### config.mk
export PLATFORM = sky130hd
export DESIGN_NAME = link_bringup_seq
export DESIGN_NICKNAME = d
export VERILOG_FILES = /design/src/rtl/link_bringup_pkg.sv /design/src/rtl/link_bringup_timer.sv /design/src/rtl/link_bringup_attempts.sv /design/src/rtl/link_bringup_decode.sv /design/src/rtl/link_bringup_seq.sv
export SDC_FILE = /design/constraint.sdc
export NUM_CORES = 1
export LEC_CHECK = 0
export ABC_AREA = 1
export BUFFER_PORTS_ARGS = -buffer_cell sky130_fd_sc_hd__buf_4
export CAP_MARGIN = 20
export CORE_MARGIN = 2
export CORE_UTILIZATION = 58
export DETAILED_ROUTE_END_ITERATION = 16
export HOLD_SLACK_MARGIN = 0.03
export PLACE_DENSITY_LB_ADDON = 0.1
export SLEW_MARGIN = 40
export SYNTH_ARGS = -nofsm -noshare
export SYNTH_HDL_FRONTEND = slang
export SYNTH_SLANG_ARGS = --single-unit
### constraint.sdc
create_clock -name clk -period 3.8 [get_ports clk]
set_clock_uncertainty 0.15 [all_clocks]
set_input_delay 0.57 -clock clk [delete_from_list [all_inputs] [get_ports clk]]
set_output_delay 0.57 -clock clk [all_outputs]
set_load 0.02 [all_outputs]
### src/rtl/link_bringup_pkg.sv
package link_bringup_pkg;

    typedef enum logic [2:0] {
        ST_IDLE   = 3'd0,
        ST_RESET  = 3'd1,
        ST_SETTLE = 3'd2,
        ST_POLL   = 3'd3,
        ST_UP     = 3'd4,
        ST_FAIL   = 3'd5
    } seq_state_e;

    typedef struct packed {
        logic test_pd;
        logic refclk_en;
        logic train_en;
        logic ep_rst_n;
        logic pwr_en;
        logic done;
        logic fail;
    } ctrl_out_t;

    typedef struct packed {
        logic [3:0] port_type;
        logic [5:0] los_lvl;
        logic [5:0] deemph_g1;
        logic [5:0] deemph_g2_3p5;
        logic [5:0] deemph_g2_6;
        logic [6:0] swing_full;
        logic [6:0] swing_low;
    } phy_cfg_t;

    localparam phy_cfg_t PHY_CFG_DEFAULT = '{
        port_type:     4'd4,
        los_lvl:       6'd9,
        deemph_g1:     6'd0,
        deemph_g2_3p5: 6'd0,
        deemph_g2_6:   6'd20,
        swing_full:    7'd127,
        swing_low:     7'd127
    };

    // Window length in cycles from a clock rate in kHz and a time in us.
    function automatic int us_to_cycles(input int khz, input int us);
        longint prod;
        prod = (longint'(khz) * longint'(us)) / 64'sd1000;
        if (prod < 64'sd1) return 1;
        return int'(prod);
    endfunction

    function automatic int max3(input int a, input int b, input int c);
        int m;
        m = (a > b) ? a : b;
        return (m > c) ? m : c;
    endfunction

    function automatic logic is_timed(input seq_state_e s);
        return (s == ST_RESET) || (s == ST_SETTLE) || (s == ST_POLL);
    endfunction

endpackage

### src/rtl/link_bringup_timer.sv
module link_bringup_timer #(
    parameter int TW = 8
) (
    input  logic          clk,
    input  logic          rst,
    input  logic          clr,
    input  logic [TW-1:0] last_val,
    output logic          expired
);
    logic [TW-1:0] cnt;

    assign expired = (cnt == last_val);

    always_ff @(posedge clk) begin
        if (rst || clr || expired) begin
            cnt <= '0;
        end else begin
            cnt <= cnt + 1'b1;
        end
    end
endmodule

### src/rtl/link_bringup_attempts.sv
module link_bringup_attempts #(
    parameter int MAX_POLLS = 10
) (
    input  logic clk,
    input  logic rst,
    input  logic clr,
    input  logic inc,
    output logic last
);
    localparam int AW = (MAX_POLLS > 1) ? $clog2(MAX_POLLS) : 1;
    localparam logic [AW-1:0] LAST_IDX = AW'(MAX_POLLS - 1);

    logic [AW-1:0] n;

    assign last = (n == LAST_IDX);

    always_ff @(posedge clk) begin
        if (rst || clr) begin
            n <= '0;
        end else if (inc && !last) begin
            n <= n + 1'b1;
        end
    end
endmodule

### src/rtl/link_bringup_decode.sv
module link_bringup_decode
    import link_bringup_pkg::*;
#(
    parameter bit HAS_PWR_EN = 1'b1
) (
    input  seq_state_e state,
    output ctrl_out_t  ctl
);
    ctrl_out_t base;

    always_comb begin
        base = '{test_pd: 1'b1, refclk_en: 1'b0, train_en: 1'b0,
                 ep_rst_n: 1'b0, pwr_en: 1'b0, done: 1'b0, fail: 1'b0};
        case (state)
            ST_SETTLE: begin
                base.test_pd   = 1'b0;
                base.refclk_en = 1'b1;
                base.ep_rst_n  = 1'b1;
                base.pwr_en    = 1'b1;
            end
            ST_POLL, ST_UP, ST_FAIL: begin
                base.test_pd   = 1'b0;
                base.refclk_en = 1'b1;
                base.ep_rst_n  = 1'b1;
                base.pwr_en    = 1'b1;
                base.train_en  = 1'b1;
                base.done      = (state != ST_POLL);
                base.fail      = (state == ST_FAIL);
            end
            default: ;
        endcase
    end

    generate
        if (HAS_PWR_EN) begin : g_pwr
            assign ctl = base;
        end else begin : g_nopwr
            always_comb begin
                ctl        = base;
                ctl.pwr_en = 1'b0;
            end
        end
    endgenerate
endmodule

### src/rtl/link_bringup_seq.sv
module link_bringup_seq
    import link_bringup_pkg::*;
#(
    parameter int CLK_KHZ    = 125000,
    parameter int RESET_US   = 100000,
    parameter int SETTLE_US  = 150,
    parameter int POLL_US    = 500,
    parameter int MAX_POLLS  = 10,
    parameter bit HAS_PWR_EN = 1'b1
) (
    input  logic       clk,
    input  logic       rst,
    input  logic       start,
    input  logic       link_up,
    output logic       phy_test_pd,
    output logic       refclk_en,
    output logic       train_en,
    output logic       ep_rst_n,
    output logic       pwr_en,
    output logic       done,
    output logic       fail,
    output logic [3:0] cfg_port_type,
    output logic [5:0] cfg_los_lvl,
    output logic [5:0] cfg_deemph_g1,
    output logic [5:0] cfg_deemph_g2_3p5,
    output logic [5:0] cfg_deemph_g2_6,
    output logic [6:0] cfg_swing_full,
    output logic [6:0] cfg_swing_low
);
    localparam int RST_CYC    = us_to_cycles(CLK_KHZ, RESET_US);
    localparam int SETTLE_CYC = us_to_cycles(CLK_KHZ, SETTLE_US);
    localparam int POLL_CYC   = us_to_cycles(CLK_KHZ, POLL_US);
    localparam int MAX_CYC    = max3(RST_CYC, SETTLE_CYC, POLL_CYC);
    localparam int TW         = $clog2(MAX_CYC + 1);

    localparam logic [TW-1:0] RST_LAST    = TW'(RST_CYC - 1);
    localparam logic [TW-1:0] SETTLE_LAST = TW'(SETTLE_CYC - 1);
    localparam logic [TW-1:0] POLL_LAST   = TW'(POLL_CYC - 1);

    seq_state_e    state, state_nxt;
    logic [TW-1:0] win_last;
    logic          tmr_clr, tmr_exp;
    logic          att_inc, att_last;
    ctrl_out_t     ctl;

    always_comb begin
        case (state)
            ST_RESET:  win_last = RST_LAST;
            ST_SETTLE: win_last = SETTLE_LAST;
            default:   win_last = POLL_LAST;
        endcase
    end

    assign tmr_clr = start || !is_timed(state);
    assign att_inc = (state == ST_POLL) && tmr_exp && !link_up;

    link_bringup_timer #(.TW(TW)) u_timer (
        .clk      (clk),
        .rst      (rst),
        .clr      (tmr_clr),
        .last_val (win_last),
        .expired  (tmr_exp)
    );

    link_bringup_attempts #(.MAX_POLLS(MAX_POLLS)) u_attempts (
        .clk  (clk),
        .rst  (rst),
        .clr  (start),
        .inc  (att_inc),
        .last (att_last)
    );

    always_comb begin
        state_nxt = state;
        if (start) begin
            state_nxt = ST_RESET;
        end else begin
            case (state)
                ST_RESET:  if (tmr_exp) state_nxt = ST_SETTLE;
                ST_SETTLE: if (tmr_exp) state_nxt = ST_POLL;
                ST_POLL: begin
                    if (tmr_exp) begin
                        if (link_up)       state_nxt = ST_UP;
                        else if (att_last) state_nxt = ST_FAIL;
                    end
                end
                default: ;
            endcase
        end
    end

    always_ff @(posedge clk) begin
        if (rst) begin
            state <= ST_IDLE;
        end else begin
            state <= state_nxt;
        end
    end

    link_bringup_decode #(.HAS_PWR_EN(HAS_PWR_EN)) u_decode (
        .state (state),
        .ctl   (ctl)
    );

    assign phy_test_pd = ctl.test_pd;
    assign refclk_en   = ctl.refclk_en;
    assign train_en    = ctl.train_en;
    assign ep_rst_n    = ctl.ep_rst_n;
    assign pwr_en      = ctl.pwr_en;
    assign done        = ctl.done;
    assign fail        = ctl.fail;

    assign cfg_port_type     = PHY_CFG_DEFAULT.port_type;
    assign cfg_los_lvl       = PHY_CFG_DEFAULT.los_lvl;
    assign cfg_deemph_g1     = PHY_CFG_DEFAULT.deemph_g1;
    assign cfg_deemph_g2_3p5 = PHY_CFG_DEFAULT.deemph_g2_3p5;
    assign cfg_deemph_g2_6   = PHY_CFG_DEFAULT.deemph_g2_6;
    assign cfg_swing_full    = PHY_CFG_DEFAULT.swing_full;
    assign cfg_swing_low     = PHY_CFG_DEFAULT.swing_low;
endmodule

==> results of run 1 <==
## registers in the layout, indices dropped and copies added (netlist names)
signal and flops:
u_attempts.n 4, state 3, u_timer.cnt 24
## final cells by class
cell class | count | area (um^2)
fillers | 360 | 1420
multi-input cells | 236 | 1240
flip-flops and latches | 31 | 621
inverters | 46 | 173
clock buffers | 8 | 100
repair buffers | 10 | 75.1
well taps | 48 | 60.1
## routing by layer
metal | routed length (um) | track usage [%] | vias up | share of wire [%]
met5 | 0 | 0 | - | 0
met3 | 237 | 5.62 | 7 | 6.0
met2 | 1810 | 32.8 | 49 | 46
li1 | - | - | 931 | -
met4 | 44 | 4.59 | 0 | 1.1
met1 | 1860 | 26.1 | 767 | 47
## through the flow
step	hold WS [ps]	setup slack (ps)	utilization, %	power (W)
finish	290	1590	61.4	0.000679
global route	289	1380	61.4	0.000706
CTS	288	1570	61.4	0.000683
detailed placement	313	1610	58.7	0.000397
global placement	315	1680	58.7	0.000397
floorplan	279	1790	-	0.000425
## worst min path at each step
stage	startpoint	to	slack, ps
detailed placement	u_timer.cnt[0]	u_timer.cnt[0]	310
finish	rst	state[0]	290
floorplan	u_timer.cnt[0]	u_timer.cnt[0]	280
CTS	rst	state[0]	290
global route	rst	state[0]	290
global placement	u_timer.cnt[0]	u_timer.cnt[0]	310
## Yosys cell counts (2+ instances only)
cell     instances  share of area (%)
inv_2            4               0.67
o21ai_1          2               0.45
nor2_2           2               0.56
nor2_4           5                2.5
ha_1             5                2.8
nor3_2           3                1.3
buf_4           45                 15
a21oi_1         10                2.2
dfxtp_1         31                 28
nor3b_2          2                1.1
inv_1           42                7.1
nand4_1          6                1.7
conb_1           2               0.34
nor3_1           7                1.6
nand3_1         13                2.9
o21ai_0         10                2.2
nand3_2          4                1.8
nand2_2          5                1.4
nand2_1         52                8.8
nor2_1          47                7.9
nor4_1           2               0.56
xor2_1           8                3.1
## power by group through the flow
stage | logic [W] | clock network (W) | registers (W)
after global routing | 0.0000694 | 0.000309 | 0.000328
final | 0.0000626 | 0.000288 | 0.000328
after CTS | 0.0000623 | 0.000293 | 0.000328
after floorplan | 0.0000902 | 0 | 0.000335
after detailed placement | 0.0000618 | 0 | 0.000335
after global placement | 0.0000617 | 0 | 0.000335
## cells by family (layout without fill, tap and decap cells)
logic type / Yosys count / in the layout
other: 2 / 42
buffers and inverters: 92 / 64
xor gates and xnor gates: 9 / 9
and+or+nand+nor: 155 / 155
AOI/OAI and AO/OA: 25 / 25
adders and majority gates: 5 / 5
DFF: 31 / 31
## cells in the final DEF (no fill, tap or decap), types with 2 or more instances in the layout
| cell type | n |
|---|---|
| nand2_2 | 5 |
| buf_4 | 10 |
| nand2_1 | 52 |
| a21oi_1 | 10 |
| nor3_2 | 3 |
| nor3b_2 | 2 |
| inv_2 | 4 |
| conb_1 | 42 |
| nor3_1 | 7 |
| clkbuf_8 | 7 |
| nor4_1 | 2 |
| inv_1 | 42 |
| nand4_1 | 6 |
| o21ai_0 | 10 |
| nor2_4 | 5 |
| nand3_1 | 13 |
| nor2_1 | 47 |
| xor2_1 | 8 |
| ha_1 | 5 |
| nor2_2 | 2 |
| o21ai_1 | 2 |
| nand3_2 | 4 |
| dfxtp_1 | 31 |
==> reports/metrics.yaml, run 1 <==
status: "finished clean"
swShare_pct: 26.3
seq_area_frac_synth_pct: 27.8
start_kind: "register"
ys_types: 34
synthSimpleGateAreaFrac_pct: 36.0
synthMuxAreaShare_pct: 0
drive_gt1_share_pct: 14.5
cts_buffers: 5
critPathTopFamily: "simple AND/OR/NAND/NOR gates"
fin_tns_setup_ps: 0
wl_per_cell_um: 10.4
cts_resized: 0
hold_buffers: 0
grt_antenna_before_repair: 0
synth_top_family_by_area: "simple AND/OR/NAND/NOR gates"
port_buffers: 10
fmax_mhz: 453
dp_hpwl_um: 2980
cts_tree: "yes"
crit_fanout: 22
synth_area_mm2: 0.00223
avgSynthCellArea_um2: 6.99
placed_area_mm2: 0.00216
initial_core_util_pct: 60.4
synth_fa_ha_area_share_pct: 2.81
worstSetupPathType: "register to register"
grt_usage_pct: 20.0
r2r-start: "state[1]"
r2r-end: "u_timer.cnt[19]"
hold_path_class: "input port to register"
hold_viol: 0
p_leak_nw: 1.01
grt_max_degree: 23
synth_seq_cells: 31
die_area_mm2: 0.00435
slew_viol_final: 0
reg2reg_setup_slack_ps: 1590
cp_slowest_cell: "dfxtp_1"
pin_count: 53
synthXorXnorAreaFrac_pct: 3.54
crit_cells: 12
synthToLayoutAreaGrowth_pct: 1.63
worstMarginPinSlew_ps: 499
num_rows: 22
p_sw_w: 0.000179
power.density_mw_per_mm2: 300
cts.path.max_buffers: 2
ant_nets: 0
diodes: 0
period_minus_slack_ps: 2210
clock_latency_ps: 290
pwr-share-comb_pct: 9.2
post_drt_via_cell_ratio: 4.63
path_clk_slew_ps: 70
core_area_mm2: 0.00369
vias: 1754
startpoint: "state[1]"
wl_um: 3950
nets: 339
die_y_um: 66.0
rsz0062_at_grt: "no"
place_congestion: 0.864
synth_edf_count: 0
dr.pass1.iters: 4
cp_cell_sequence: "inv_2, nand3_4, nand2_2, inv_2, nand2_2, nand3_2, nor2_4, nand2_4, nand3_2, inv_1, o21ai_1, a21oi_1"
fin_cells: 379
drtIter0Drc: 134
synthFlopType: "dfxtp_1"
grt-ovfl-total: 0
path_buf_inv: 3
maxCapViolations: 0
power.internal_w: 0.000500
crit_path_max_incr_delay_ps: 480
grt_pass1_wl_um: 6760
cts-root-buf: "clkbuf_8"
htreeDepth: 2
holdPathStages: 2
slew_headroom_pct: 66.7
worstSetupEndpointType: "register"
cts_sinks: 31
seqPwrFrac_pct: 48.3
reg2regPathDepth: 12
cp.required_ps: 3870
drc: 0
power_frac_clock_pct: 42.5
grt_pass1_vias: 1547
synthCells: 319
cts_setup_buffers: 0
synthArstFlopShare_pct: 0
crit_arrival_ps: 2270
fin_crit_sh_pct: 58.0
endpoint: "u_timer.cnt[19]"
dp.cells: 371
ys_warn_count: 0
final_cell_area_mm2: 0.00226
setup_violations: 0
fp.dieW_um: 66.0
synth_compound_gate_area_share_pct: 6.06
peakVddDrop_mv: 0.204
No activity file was read; power rests on OpenSTA's default activity.
==> run 2, diff against run 1 <==
- CORE_UTILIZATION: 58 -> 54
- clock period: 3.8 -> 2.1 ns (I/O delays scaled with it)
==> run 2 against run 1 <==
Register-to-register slack worse by 1400 ps. First-iteration DRC count down 43%. Hold slack worse by 240 ps. Setup slack worse by 1400 ps. Critical path depth down 1. Sequential cell count unchanged. Sequential share of layout area down 0.61 points. Power up 80%. Wire length down 2.1%. Utilization down 3.5 points. Die area up 7.0%. Count of clock-buffer cells in the layout unchanged.
==> reports/metrics.yaml, run 2 (same netlist as run 1, synthesis figures left out) <==
critPathTopFamily: "simple AND/OR/NAND/NOR gates"  # unchanged
setup_violations: 0  # unchanged
final_cell_area_mm2: 0.00232  # was 0.00226 mm^2
fin_crit_sh_pct: 90.4  # was 58.0%
path_buf_inv: 3  # unchanged
placed_area_mm2: 0.00221  # was 0.00216 mm^2
period_minus_slack_ps: 1900  # was 2210 ps
grt-ovfl-total: 0  # unchanged
final_cell_mix: "nand2_1 (52), nor2_1 (47), inv_1 (42), conb_1 (42), dfxtp_1 (31)"  # unchanged
num_rows: 23  # was 22
fin_cells: 385  # was 379
post_drt_via_cell_ratio: 4.61  # was 4.63
htreeDepth: 2  # unchanged
initial_core_util_pct: 55.7  # was 60.4%
startpoint: "state[1]"  # unchanged
start_kind: "register"  # unchanged
port_buffers: 10  # unchanged
pin_count: 53  # unchanged
rsz0062_at_grt: "no"  # unchanged
synthToLayoutAreaGrowth_pct: 3.93  # was 1.63%
cts_sinks: 31  # unchanged
cts.path.max_buffers: 2  # unchanged
drive_gt1_share_pct: 15.5  # was 14.5%
drtIter0Drc: 76  # was 134
drc: 0  # unchanged
cp_slowest_cell: "dfxtp_1"  # unchanged
ant_nets: 0  # unchanged
r2r-end: "u_timer.cnt[2]"  # was u_timer.cnt[19]
cts_buffers: 5  # unchanged
peakVddDrop_mv: 0.390  # was 0.204 mV
fin_tns_setup_ps: 0  # unchanged
crit_path_max_incr_delay_ps: 470  # was 480 ps
min_from: "rst"  # unchanged
diodes: 0  # unchanged
cts-root-buf: "clkbuf_8"  # unchanged
grt_usage_pct: 19.4  # was 20.0%
cts_tree: "yes"  # unchanged
hold_path_class: "input port to register"  # unchanged
maxCapViolations: 0  # unchanged
worstSetupPathType: "register to register"  # unchanged
fp.dieW_um: 68.2  # was 66.0 um
grt_max_degree: 18  # was 23
vias: 1776  # was 1754
clock_latency_ps: 280  # was 290 ps
die_y_um: 68.2  # was 66.0 um
crit_fanout: 17  # was 22
reg_top3: "u_timer.cnt x24, u_attempts.n x4, state x3"  # unchanged
power.density_mw_per_mm2: 528  # was 300 mW/mm^2
place_congestion: 0.818  # was 0.864
reg2regPathDepth: 11  # was 12
status: "finished clean"  # unchanged
nets: 343  # was 339
die_area_mm2: 0.00466  # was 0.00435 mm^2
dp_hpwl_um: 3100  # was 2980 um
grt_pass1_vias: 1499  # was 1547
grt_antenna_before_repair: 0  # unchanged
path_clk_slew_ps: 60  # was 70 ps
crit_cells: 11  # was 12
dp.cells: 377  # was 371
r2r-start: "state[1]"  # unchanged
dr.pass1.iters: 4  # unchanged
wl_per_cell_um: 10.0  # was 10.4 um
cp_cell_sequence: "inv_2, nand3_4, nand2_2, inv_2, nand2_2, nand3_2, nor2_4, nand2_4, nand3_2, buf_12, nor3b_1"  # was inv_2, nand3_4, nand2_2, inv_2, nand2_2, nand3_2, nor2_4, nand2_4, nand3_2, inv_1, o21ai_1, a21oi_1
hold_viol: 0  # unchanged
worstSetupEndpointType: "register"  # unchanged
cp.required_ps: 2150  # was 3870 ps
hold_buffers: 0  # unchanged
layout_commonest_cell: "nand2_1"  # unchanged
utilization_pct: 57.9  # was 61.4%
largest_register_ffs: 24  # unchanged
regMostFlops: "u_timer.cnt"  # unchanged
endpoint: "u_timer.cnt[2]"  # was u_timer.cnt[19]
crit_arrival_ps: 1950  # was 2270 ps
grt_pass1_wl_um: 6760  # about the same
fill_cells: 389  # was 360
p_leak_nw: 1.05  # was 1.01 nW
slew_viol_final: 0  # unchanged
reg2reg_setup_slack_ps: 200  # was 1590 ps
fmax_mhz: 527  # was 453 MHz
cts_setup_buffers: 0  # unchanged
core_area_mm2: 0.00400  # was 0.00369 mm^2
wl_um: 3870  # was 3950 um
[run 2: cell count changes in the layout (fill, tap and decap cells not counted)]
cell,before,now
buf_12,0,1
buf_4,10,13
nor3_2,3,2
nor3_4,1,2
[run 2: worst min path at each step]
stage | end | slack (ps) | cells past startpoint
finish | state[0] | 50 | 2
global route | state[0] | 40 | 2
CTS | state[0] | 40 | 2
detailed placement | u_timer.cnt[0] | 310 | 1
global placement | u_timer.cnt[0] | 290 | 1
floorplan | state[0] | 240 | 1
[run 2: cell type report]
type	count	area, um^2	area share [%]
repair buffers	14	118	5.08
well taps	50	62.6	2.70
flip-flops and latches	31	621	26.8
inverters	46	173	7.46
multi-input cells	236	1240	53.6
clock buffers	8	100	4.32
[run 2: through the flow]
stage | worst slack (ps) | hold slack (ps) | total power [W]
after detailed placement | 190 | 314 | 0.000724
after global placement | 200 | 295 | 0.000723
after global routing | 10.7 | 44.2 | 0.00128
final | 202 | 45.5 | 0.00122
after floorplan | 347 | 237 | 0.000769
after CTS | 174 | 36.0 | 0.00124
[run 2: power breakdown]
part           internal, W  switching (W)  leakage (nW)
registers         0.000590     0.00000322         0.250
clock network     0.000299       0.000213        0.0515
logic            0.0000202      0.0000972         0.752
total             0.000909       0.000313          1.05
[run 2: per-layer routing]
| layer | part of all wire (%) | track usage [%] |
|---|---|---|
| met5 | 0 | 0 |
| met2 | 45 | 30.1 |
| met4 | 1.5 | 6.75 |
| met3 | 5.9 | 4.44 |
| met1 | 48 | 26.4 |
[run 2: repair_timing]
item / CTS / global route
gates resized for setup: 0 / 1
endpoints found under the hold margin: 0 / 0
endpoints found under the setup margin: 0 / 1
==> run 3, diff against run 2 <==
- CORE_MARGIN: 2 -> 4
==> run 3 against run 2 <==
Via count fell by 0.39%. Utilization grew 0.19 points. Clock power increased by 19%. Sequential share of layout area hardly changed. Combinational power hardly changed. First-iteration DRC count down 5.3%. Non-clock buffer count decreased by 1. Critical path type unchanged. Critical endpoint is now u_timer.cnt[22]. Highest routed layer unchanged.
==> reports/metrics.yaml, run 3 (same netlist as run 1, synthesis figures left out) <==
status: "finished clean"  # unchanged
initial_core_util_pct: 55.7  # unchanged
fmax_mhz: 531  # was 527 MHz
cts_sinks: 31  # unchanged
diodes: 0  # unchanged
worstSetupEndpointType: "register"  # unchanged
pin_count: 53  # unchanged
maxCapViolations: 0  # unchanged
synthToLayoutAreaGrowth_pct: 4.27  # was 3.93%
grt-ovfl-total: 0  # unchanged
period_minus_slack_ps: 1880  # was 1900 ps
worstSetupPathType: "register to register"  # unchanged
power.density_mw_per_mm2: 569  # was 528 mW/mm^2
hold_viol: 0  # unchanged
fill_cells: 419  # was 389
start_kind: "register"  # unchanged
rsz0062_at_grt: "no"  # unchanged
setup_violations: 0  # unchanged
holdWs_ps: 172  # was 45.5 ps
ff_latch_area_um2: 622  # was 621 um^2
regMostFlops: "u_timer.cnt"  # unchanged
grt_usage_pct: 16.9  # was 19.4%
reg_top3: "u_timer.cnt x24, u_attempts.n x4, state x3"  # unchanged
post_drt_via_cell_ratio: 4.61  # about the same
die_area_mm2: 0.00522  # was 0.00466 mm^2
core_area_mm2: 0.00400  # unchanged
slew_viol_final: 0  # unchanged
path_clk_slew_ps: 70  # was 60 ps
die_y_um: 72.2  # was 68.2 um
layout_commonest_cell: "nand2_1"  # unchanged
final_cell_area_mm2: 0.00232  # about the same
grt_max_degree: 18  # unchanged
drive_gt1_share_pct: 15.6  # was 15.5%
place_congestion: 0.845  # was 0.818
crit_arrival_ps: 1940  # was 1950 ps
dr.pass1.iters: 4  # unchanged
clock_latency_ps: 280  # about the same
cts.path.max_buffers: 2  # unchanged
htreeDepth: 2  # unchanged
grt_pass1_vias: 1631  # was 1499
utilization_pct: 58.1  # was 57.9%
cts-root-buf: "clkbuf_8"  # unchanged
ant_nets: 0  # unchanged
layout_setup_ws_ps: 218  # was 202 ps
num_rows: 23  # unchanged
final_cell_mix: "nand2_1 (52), nor2_1 (47), inv_1 (42), conb_1 (42), dfxtp_1 (30)"  # was nand2_1 (52), nor2_1 (47), inv_1 (42), conb_1 (42), dfxtp_1 (31)
crit_fanout: 4  # was 17
fin_crit_sh_pct: 89.6  # was 90.4%
cts_setup_buffers: 0  # unchanged
largest_register_ffs: 24  # unchanged
hold_path_class: "input port to register"  # unchanged
fp.dieW_um: 72.2  # was 68.2 um
port_buffers: 10  # unchanged
grt_pass1_wl_um: 7000  # was 6760 um
wl_per_cell_um: 10.5  # was 10.0 um
fin_tns_setup_ps: 0  # unchanged
dpl_worst_slack_ps: 203  # was 190 ps
wl_um: 4030  # was 3870 um
placed_area_mm2: 0.00219  # was 0.00221 mm^2
grt_antenna_before_repair: 0  # unchanged
cts_tree: "yes"  # unchanged
multi_input_area_mm2: 0.00124  # about the same
peakVddDrop_mv: 0.303  # was 0.390 mV
cts_buffers: 5  # unchanged
vias: 1769  # was 1776
drtIter0Drc: 72  # was 76
drc: 0  # unchanged
dp_hpwl_um: 3230  # was 3100 um
nets: 342  # was 343
p_leak_nw: 1.04  # was 1.05 nW
cp.required_ps: 2160  # was 2150 ps
[run 3: changes by cell type in the layout (fill, tap and decap cells not counted), sizes merged]
| cell | before | now |
|---|---|---|
| buf | 14 | 12 |
| bufinv | 0 | 1 |
| clkbuf | 8 | 6 |
| clkinv | 0 | 1 |
| dlygate4sd3 | 0 | 1 |
[run 3: where the power goes]
part | switching, W | internal [W] | leakage, nW
combinational | 0.0000984 | 0.0000214 | 0.730
clock | 0.000225 | 0.000384 | 0.0612
sequential | 0.00000319 | 0.000590 | 0.250
[run 3: final cells by class]
cell class / count / share of cell area [%]
sequential: 31 / 26.8
timing repair buffer: 13 / 4.85
clock inverter: 2 / 1.51
clock buffer: 6 / 3.55
tap: 50 / 2.69
inverter: 46 / 7.43
multi-input combinational: 236 / 53.2
[run 3: worst max-delay path, cell delays in order (launching register included)]
cell and delay, ps:
dfxtp_1 370, ha_1 200, nand4_1 190, nor3_2 280, nand3_1 210, nor2_1 170, nand2_1 80, a211oi_2 160
[run 3: final timing paths]
check	to	depth (start not counted)	start	slack, ps
hold / removal	state[0]	5	start	170
setup / recovery	u_timer.cnt[22]	7	u_timer.cnt[0]	220
setup reg to reg	u_timer.cnt[22]	7	u_timer.cnt[0]	220
hold reg to reg	u_timer.cnt[0]	1	u_timer.cnt[0]	320
[run 3: stage by stage]
step | total power (W) | instances
5_1_grt | 0.00138 | 384
3_3_place_gp | 0.000723 | 375
6_report | 0.00132 | 384
2_1_floorplan | 0.000769 | 359
3_5_place_dp | 0.000723 | 375
4_1_cts | 0.00135 | 384
[run 3: timing repair]
action                     4_1_cts  5_1_grt
resized for setup                0        1
hold buffers                     1        0
setup endpoints to repair        0        1
hold endpoints to repair         1        0
[run 3: routing by layer]
metal / vias to the layer above / track usage (%) / share of wire, %
li1: 943 / - / -
met1: 768 / 21.9 / 47
met2: 50 / 27.4 / 44
met3: 8 / 3.88 / 6.7
met4: 0 / 6.26 / 1.9
met5: - / 0 / 0
